==> config.mk <==
export PLATFORM = sky130hd
export DESIGN_NAME = flash_status_poller
export DESIGN_NICKNAME = d
export VERILOG_FILES = /design/src/rtl/fsp_pkg.sv /design/src/rtl/fsp_cmd_decoder.sv /design/src/rtl/fsp_op_timer.sv /design/src/rtl/fsp_status_mux.sv /design/src/rtl/flash_status_poller.sv
export SDC_FILE = /design/constraint.sdc
export NUM_CORES = 1
export LEC_CHECK = 0
export BUFFER_PORTS_ARGS = -buffer_cell sky130_fd_sc_hd__buf_4
export CAP_MARGIN = 20
export CORE_MARGIN = 3
export CORE_UTILIZATION = 28
export CTS_BUF_LIST = sky130_fd_sc_hd__clkbuf_16
export DETAILED_ROUTE_END_ITERATION = 7
export PLACE_DENSITY_LB_ADDON = 0.3
export SYNTH_ARGS = -nofsm -noshare
export SYNTH_HDL_FRONTEND = slang
export SYNTH_SLANG_ARGS = --single-unit
export TNS_END_PERCENT = 50
==> constraint.sdc <==
create_clock -name clk -period 2.7 [get_ports clk]
set_input_delay 0.675 -clock clk [delete_from_list [all_inputs] [get_ports clk]]
set_output_delay 0.675 -clock clk [all_outputs]
set_load 0.02 [all_outputs]
==> src/rtl/fsp_pkg.sv <==
package fsp_pkg;
  typedef enum logic [2:0] {
    ST_READ, ST_PROG, ST_ERASE, ST_SUSP_RD, ST_SUSP_PROG
  } op_state_e;

  typedef enum logic [2:0] {
    SQ_IDLE, SQ_KEY1, SQ_KEY2, SQ_PDATA, SQ_EKEY1, SQ_EKEY2, SQ_ESECT
  } seq_e;

  localparam logic [7:0] KEY_A        = 8'hAA;
  localparam logic [7:0] KEY_B        = 8'h55;
  localparam logic [7:0] OP_PROGRAM   = 8'hA0;
  localparam logic [7:0] OP_ERASE_SET = 8'h80;
  localparam logic [7:0] OP_SECTOR    = 8'h30;
  localparam logic [7:0] OP_SUSPEND   = 8'hB0;
  localparam logic [7:0] OP_RESUME    = 8'h30;
  localparam logic [7:0] ERASED_BYTE  = 8'hFF;
endpackage

==> src/rtl/fsp_cmd_decoder.sv <==
module fsp_cmd_decoder
  import fsp_pkg::*;
#(
  parameter int ADDR_W = 12,
  parameter logic [ADDR_W-1:0] KEY_ADDR_A = 'h555,
  parameter logic [ADDR_W-1:0] KEY_ADDR_B = 'h2AA
) (
  input  logic              clk,
  input  logic              rst_n,
  input  logic              en,
  input  logic              erase_ok,
  input  logic              wr_pulse,
  input  logic [ADDR_W-1:0] addr,
  input  logic [7:0]        cmd,
  output logic              idle,
  output logic              prog_go,
  output logic              erase_go
);
  seq_e sq, sq_nxt;
  logic at_a, at_b;

  assign at_a = (addr == KEY_ADDR_A);
  assign at_b = (addr == KEY_ADDR_B);
  assign idle = (sq == SQ_IDLE);

  // any mismatch falls back to SQ_IDLE (abort, R11)
  always_comb begin
    sq_nxt   = SQ_IDLE;
    prog_go  = 1'b0;
    erase_go = 1'b0;
    unique case (sq)
      SQ_IDLE:  if (at_a && cmd == KEY_A) sq_nxt = SQ_KEY1;
      SQ_KEY1:  if (at_b && cmd == KEY_B) sq_nxt = SQ_KEY2;
      SQ_KEY2: begin
        if (at_a && cmd == OP_PROGRAM) sq_nxt = SQ_PDATA;
        else if (at_a && cmd == OP_ERASE_SET && erase_ok) sq_nxt = SQ_EKEY1;
      end
      SQ_PDATA: prog_go = wr_pulse && en;
      SQ_EKEY1: if (at_a && cmd == KEY_A) sq_nxt = SQ_EKEY2;
      SQ_EKEY2: if (at_b && cmd == KEY_B) sq_nxt = SQ_ESECT;
      SQ_ESECT: erase_go = wr_pulse && en && (cmd == OP_SECTOR);
      default:  sq_nxt = SQ_IDLE;
    endcase
  end

  always_ff @(posedge clk or negedge rst_n) begin
    if (!rst_n)        sq <= SQ_IDLE;
    else if (!en)      sq <= SQ_IDLE;
    else if (wr_pulse) sq <= sq_nxt;
  end

  assert_one_start_R2: assert property (@(posedge clk) disable iff (!rst_n)
    $onehot0({prog_go, erase_go}));
endmodule

==> src/rtl/fsp_op_timer.sv <==
module fsp_op_timer #(
  parameter int LEN = 8
) (
  input  logic clk,
  input  logic rst_n,
  input  logic load,
  input  logic run,
  output logic done
);
  localparam int CW = $clog2(LEN + 1);
  localparam logic [CW-1:0] LEN_C = CW'(LEN);
  localparam logic [CW-1:0] ONE_C = CW'(1);

  logic [CW-1:0] cnt;

  assign done = run && (cnt == ONE_C);

  always_ff @(posedge clk or negedge rst_n) begin
    if (!rst_n)                    cnt <= '0;
    else if (load)                 cnt <= LEN_C;
    else if (run && cnt != '0)     cnt <= cnt - ONE_C;
  end

  assert_done_single_R13: assert property (@(posedge clk) disable iff (!rst_n)
    done |=> !done);
endmodule

==> src/rtl/fsp_status_mux.sv <==
module fsp_status_mux
  import fsp_pkg::*;
(
  input  op_state_e  st,
  input  logic       pdata_b7,
  input  logic [7:0] result,
  input  logic       tog_op,
  input  logic       tog_sec,
  input  logic       in_sec,
  output logic [7:0] dout
);
  logic sec_bit;
  assign sec_bit = in_sec ? tog_sec : 1'b1;

  always_comb begin
    unique case (st)
      ST_PROG:      dout = {~pdata_b7, tog_op, 3'b000, 1'b1,    2'b00};
      ST_ERASE:     dout = {1'b0,      tog_op, 3'b000, sec_bit, 2'b00};
      ST_SUSP_PROG: dout = {~pdata_b7, tog_op, 3'b000, sec_bit, 2'b00};
      ST_SUSP_RD:   dout = in_sec ? {2'b11, 3'b000, tog_sec, 2'b00} : result;
      default:      dout = result;
    endcase
  end
endmodule

==> src/rtl/flash_status_poller.sv <==
module flash_status_poller
  import fsp_pkg::*;
#(
  parameter int ADDR_W    = 12,
  parameter int SEC_W     = 2,
  parameter int BUS_W     = 16,
  parameter int PROG_LEN  = 40,
  parameter int ERASE_LEN = 200
) (
  input  logic              clk,
  input  logic              rst_n,
  input  logic              ce_n,
  input  logic              we_n,
  input  logic              oe_n,
  input  logic [ADDR_W-1:0] addr,
  input  logic [BUS_W-1:0]  din,
  output logic [7:0]        dout,
  output logic              ready
);
  op_state_e        st;
  logic             we_q, oe_q, wr_pulse, rd_evt;
  logic [7:0]       cmd, pdata, result;
  logic [SEC_W-1:0] esec, rsec;
  logic             tog_op, tog_sec, in_sec;
  logic             dec_en, dec_idle, prog_go, erase_go;
  logic             p_load, p_run, p_done, e_load, e_run, e_done;
  logic             suspend_req, resume_req, op_toggling, sec_toggling;

  // only the low byte carries commands and program data
  assign cmd    = din[7:0];
  assign rsec   = addr[ADDR_W-1 -: SEC_W];
  assign in_sec = (rsec == esec);

  always_ff @(posedge clk or negedge rst_n) begin
    if (!rst_n) begin
      we_q <= 1'b1;
      oe_q <= 1'b1;
    end else begin
      we_q <= we_n;
      oe_q <= oe_n;
    end
  end
  assign wr_pulse = !ce_n && we_n && !we_q;
  assign rd_evt   = !ce_n && !oe_n && oe_q;

  assign dec_en = (st == ST_READ) || (st == ST_SUSP_RD);

  fsp_cmd_decoder #(.ADDR_W(ADDR_W)) dec_i (
    .clk(clk), .rst_n(rst_n), .en(dec_en), .erase_ok(st == ST_READ),
    .wr_pulse(wr_pulse), .addr(addr), .cmd(cmd),
    .idle(dec_idle), .prog_go(prog_go), .erase_go(erase_go)
  );

  assign suspend_req = (st == ST_ERASE) && wr_pulse && (cmd == OP_SUSPEND);
  assign resume_req  = (st == ST_SUSP_RD) && wr_pulse && (cmd == OP_RESUME) && dec_idle;

  assign p_load = prog_go;
  assign p_run  = (st == ST_PROG) || (st == ST_SUSP_PROG);
  assign e_load = erase_go && (st == ST_READ);
  assign e_run  = (st == ST_ERASE);

  fsp_op_timer #(.LEN(PROG_LEN)) prog_tmr_i (
    .clk(clk), .rst_n(rst_n), .load(p_load), .run(p_run), .done(p_done)
  );
  fsp_op_timer #(.LEN(ERASE_LEN)) erase_tmr_i (
    .clk(clk), .rst_n(rst_n), .load(e_load), .run(e_run), .done(e_done)
  );

  always_ff @(posedge clk or negedge rst_n) begin
    if (!rst_n) begin
      st     <= ST_READ;
      pdata  <= '0;
      esec   <= '0;
      result <= ERASED_BYTE;
    end else begin
      unique case (st)
        ST_READ: begin
          if (prog_go) begin
            st    <= ST_PROG;
            pdata <= cmd;
          end else if (erase_go) begin
            st   <= ST_ERASE;
            esec <= rsec;
          end
        end
        ST_PROG: if (p_done) begin
          st     <= ST_READ;
          result <= pdata;
        end
        ST_ERASE: begin
          if (e_done) begin
            st     <= ST_READ;
            result <= ERASED_BYTE;
          end else if (suspend_req) begin
            st <= ST_SUSP_RD;
          end
        end
        ST_SUSP_RD: begin
          if (prog_go) begin
            st    <= ST_SUSP_PROG;
            pdata <= cmd;
          end else if (resume_req) begin
            st <= ST_ERASE;
          end
        end
        ST_SUSP_PROG: if (p_done) begin
          st     <= ST_SUSP_RD;
          result <= pdata;
        end
        default: st <= ST_READ;
      endcase
    end
  end

  assign op_toggling  = (st == ST_PROG) || (st == ST_ERASE) || (st == ST_SUSP_PROG);
  assign sec_toggling = ((st == ST_ERASE) || (st == ST_SUSP_RD) || (st == ST_SUSP_PROG)) && in_sec;

  always_ff @(posedge clk or negedge rst_n) begin
    if (!rst_n) begin
      tog_op  <= 1'b0;
      tog_sec <= 1'b0;
    end else if (rd_evt) begin
      if (op_toggling)  tog_op  <= ~tog_op;
      if (sec_toggling) tog_sec <= ~tog_sec;
    end
  end

  fsp_status_mux mux_i (
    .st(st), .pdata_b7(pdata[7]), .result(result), .tog_op(tog_op),
    .tog_sec(tog_sec), .in_sec(in_sec), .dout(dout)
  );

  assign ready = rst_n && !op_toggling;

  assert_busy_after_prog_R2: assert property (@(posedge clk) disable iff (!rst_n)
    (st == ST_READ && prog_go) |=> !ready);
  assert_prog_lock_R7: assert property (@(posedge clk) disable iff (!rst_n)
    (st == ST_PROG) |=> (st == ST_PROG || st == ST_READ));
  assert_suspend_ready_R8: assert property (@(posedge clk) disable iff (!rst_n)
    (suspend_req && !e_done) |=> ready);
  assert_op_toggle_frozen_R8: assert property (@(posedge clk) disable iff (!rst_n)
    (st == ST_SUSP_RD && rd_evt) |=> $stable(tog_op));
  assert_resume_busy_R10: assert property (@(posedge clk) disable iff (!rst_n)
    resume_req |=> !ready);
endmodule

==> flow_metrics.py <==
metrics = {
    "outcome": {
        "status": "finished, final reports clean",
    },
    "clocking": {
        "htreeDepth": 2,
        "clk_path_buf_depth": 2,
        "cts_setup_buffers": 0,
        "numCtsBuffers": 5,
        "root_buffer": "clkbuf_16",
        "ctsResizeCount": 0,
        "cts.hold.buffers_added": 0,
        "cts.sinks": 42,
        "clock_latency_ns": 0.29,
        "clkTransAtPathRegs_ns": 0.07,
        "tritoncts": "done",
    },
    "route": {
        "dr_total_vias": 2024,
        "first_pass_iters": 4,
        "drtAntennaViolNets": 0,
        "vias_per_cell": 4.83,
        "drc": 0,
        "wl_um": 5860,
        "drtIter0Drc": 150,
        "routedWlPerCell_um": 14.0,
    },
    "place": {
        "place.detailed.hpwl_um": 4460,
        "dpl_cell_area_um2": 2870,
        "port-buffer-count": 33,
        "gp_congestion": 0.803,
        "dp_cells": 411,
    },
    "power_and_ir_drop": {
        "p_sw_share_pct": 38.8,
        "pwr-share-seq_pct": 34.9,
        "p_comb_share_pct": 44.1,
        "p_int_mw": 1.75,
        "p_leak_nw": 1.36,
        "p_switching_mw": 1.11,
        "vdd_drop_max_mv": 0.332,
        "p_clk_share_pct": 21.1,
        "pwr_density_cell_nw_per_um2": 945,
    },
    "yosys": {
        "synth_nets": 307,
        "synthCells": 270,
        "syn-cell-area_um2": 2430,
        "yosys_register_bits": 42,
        "synth_flop_cell": "dfrtp_1",
        "synthArstFlopShare_pct": 100,
        "postSynthAreaPerCell_um2": 8.99,
        "synth.distinct_cells": 50,
        "yosysWarnings": 0,
        "synth_edf_count": 0,
        "ys_seq_area_share_pct": 43.8,
    },
    "final_layout": {
        "multi_input_area_um2": 1280,
        "drive_above_1_share_pct": 24.5,
        "regArea_um2": 1060,
        "finalInstanceArea_um2": 3030,
        "diodes": 0,
        "final_cell_count_no_fill": 419,
        "nFillCells": 843,
        "fin_nets": 350,
        "area.growth.synth_to_final_pct": 24.9,
    },
    "critical_path": {
        "cp-end-kind": "output pin",
        "arrival_ns": 1.90,
        "crit_path_max_fanout": 4,
        "start_kind": "input port",
        "slowest_delay_ns": 0.28,
        "required_ns": 2.03,
        "critPathKind": "in -> out",
        "crit_chain": "buf_4 > xnor2_2 > nand2_1 > a211oi_1 > nor2_1 > a211oi_1 > buf_4",
        "slowest_stage": "a211oi_1",
        "r2r_cells": 4,
    },
    "die": {
        "ioPinCount": 42,
        "die_w_um": 99.1,
        "die_area_um2": 9820,
        "start_util_pct": 29.2,
        "core_um2": 8300,
        "row_count": 33,
        "fp.dieH_um": 99.1,
    },
    "sta": {
        "hold_violations": 0,
        "tightest_slew_ns": 0.598,
        "fmax_mhz": 389,
        "finClkSkew_ns": 0.00862,
        "rsz0062_at_grt": "false",
        "slew_headroom_pct": 59.7,
        "finalMaxSlewViolations": 0,
        "setup_viol": 0,
        "fin_crit_ns": 2.57,
        "finalCritPeriodShare_pct": 95.3,
    },
    "run": {
        "max_cap_violations": 0,
    },
    "global_route": {
        "grt_max_degree": 43,
        "grt_pass1_wl_um": 9940,
        "antenna_found_initial": 0,
        "track_usage_pct": 12.5,
        "grt_pass1_vias": 2002,
        "grt.overflow.total": 0,
    },
    "worst_hold_path": {
        "whs_path_depth": 1,
        "hold_path.class": "reg -> reg",
    },
}
[cell families (layout without fill, tap and decap cells)]
logic type               after synthesis  count (layout)  synth area share (%)
XOR/XNOR                              17              17                  6.13
buffers and inverters                 27              71                  4.33
AO/OA/AOI/OAI                         39              39                  11.9
adder cells (fa/ha/maj)                4               4                  2.06
AND/OR/NAND/NOR                      130             130                  27.2
multiplexers                          11              11                  4.64
flip-flops                            42              42                  43.8
[path summary, 6_finish.rpt]
| kind | from | endpoint | slack [ns] |
|---|---|---|---|
| worst max register to register | erase_tmr_i.cnt[5] | result[2] | 0.44 |
| min in group asynchronous | rst_n | erase_tmr_i.cnt[1] | 0.50 |
| worst max-delay path | addr[10] | dout[7] | 0.13 |
| worst min register to register | tog_op | tog_op | 0.47 |
| max in group asynchronous | rst_n | dec_i.sq[0] | 1.83 |
| worst min-delay path | tog_op | tog_op | 0.47 |
[synthesized netlist by cell type, types with 3 or more instances]
| master | number | area share (%) |
|---|---|---|
| nor2b_1 | 6 | 1.5 |
| nor4_1 | 4 | 1.0 |
| xor2_1 | 6 | 2.2 |
| nand3_1 | 4 | 0.82 |
| dfstp_2 | 10 | 11 |
| nand2_1 | 38 | 5.9 |
| a211oi_1 | 4 | 1.2 |
| dfrtp_1 | 32 | 33 |
| mux2i_1 | 9 | 3.7 |
| nor4bb_1 | 4 | 1.6 |
| or3_1 | 3 | 0.77 |
| a21oi_1 | 11 | 2.3 |
| nand4_1 | 3 | 0.77 |
| inv_1 | 17 | 2.6 |
| nor2_1 | 34 | 5.3 |
| and3_1 | 3 | 0.77 |
| nor3_1 | 15 | 3.1 |
| clkbuf_1 | 7 | 1.1 |
| ha_1 | 4 | 2.1 |
| xnor2_1 | 11 | 4.0 |
| o21ai_0 | 6 | 1.2 |
[power groups by stage]
stage / sequential, mW / clock [mW] / combinational, mW
after global routing: 1.03 / 0.654 / 1.42
after detailed placement: 1.01 / 0 / 1.27
after floorplan: 0.943 / 0 / 0.904
final: 0.999 / 0.604 / 1.26
after global placement: 1.01 / 0 / 1.26
after CTS: 1.00 / 0.623 / 1.28
[area by class of cell]
class	instances	area share (%)
Clock buffer	5	4.13
Clock inverter	3	0.784
Inverter	17	2.10
Multi-Input combinational cell	201	42.2
Sequential cell	42	35.1
Tap cell	105	4.33
Timing Repair Buffer	46	11.4
[critical path, delay by kind of cell]
family	cells	cell delay (ns)
simple gates	2	0.18
xor+xnor	1	0.16
compound gates	2	0.53
buf+inv	2	0.34
[cell usage in the layout, fill, tap and decap left out, drive strengths merged, types with 2 or more instances in the layout]
| cell type | n |
|---|---|
| nand4 | 3 |
| o41ai | 2 |
| xnor2 | 11 |
| xor2 | 6 |
| a41oi | 2 |
| ha | 4 |
| nor4b | 2 |
| nor2 | 34 |
| o21ai | 6 |
| nor2b | 6 |
| dfstp | 10 |
| nor4 | 4 |
| and2 | 2 |
| dfrtp | 32 |
| nor3b | 2 |
| nand2b | 2 |
| a21oi | 11 |
| clkinvlp | 2 |
| o22ai | 2 |
| and3 | 3 |
| a31oi | 2 |
| clkbuf | 5 |
| buf | 46 |
| a211oi | 4 |
| or4 | 2 |
| nor3 | 16 |
| or3 | 3 |
| o31ai | 2 |
| nor4bb | 4 |
| inv | 18 |
| nand3 | 4 |
| nand2 | 38 |
| mux2 | 2 |
| mux2i | 9 |
[routing by layer]
metal | global-route usage (%) | wire length (um)
met2 | 19.1 | 2640
met4 | 3.78 | 93
met3 | 2.52 | 220
met1 | 18.0 | 2910
met5 | 0 | 0
[sequential cells by signal, indices dropped and copies added (netlist names)]
signal and flops:
prog_tmr_i.cnt 6, esec 2, tog_op 1, dec_i.sq 3, result 8, st 3, tog_sec 1, pdata 8
we_q 1, oe_q 1, erase_tmr_i.cnt 8
[through the flow]
stage          hold WS [ns]  power (mW)  setup TNS, ns  setup slack, ns  utilization [%]
2_1_floorplan         0.379        1.85              0            0.228                -
3_3_place_gp          0.455        2.27       -0.00274         -0.00274             34.6
3_5_place_dp          0.466        2.28              0           0.0244             34.6
4_1_cts               0.476        2.91              0           0.0215             36.4
5_1_grt               0.482        3.10              0           0.0573             36.5
6_report              0.474        2.87              0            0.127             36.5
No activity file was read; power rests on OpenSTA's default activity.
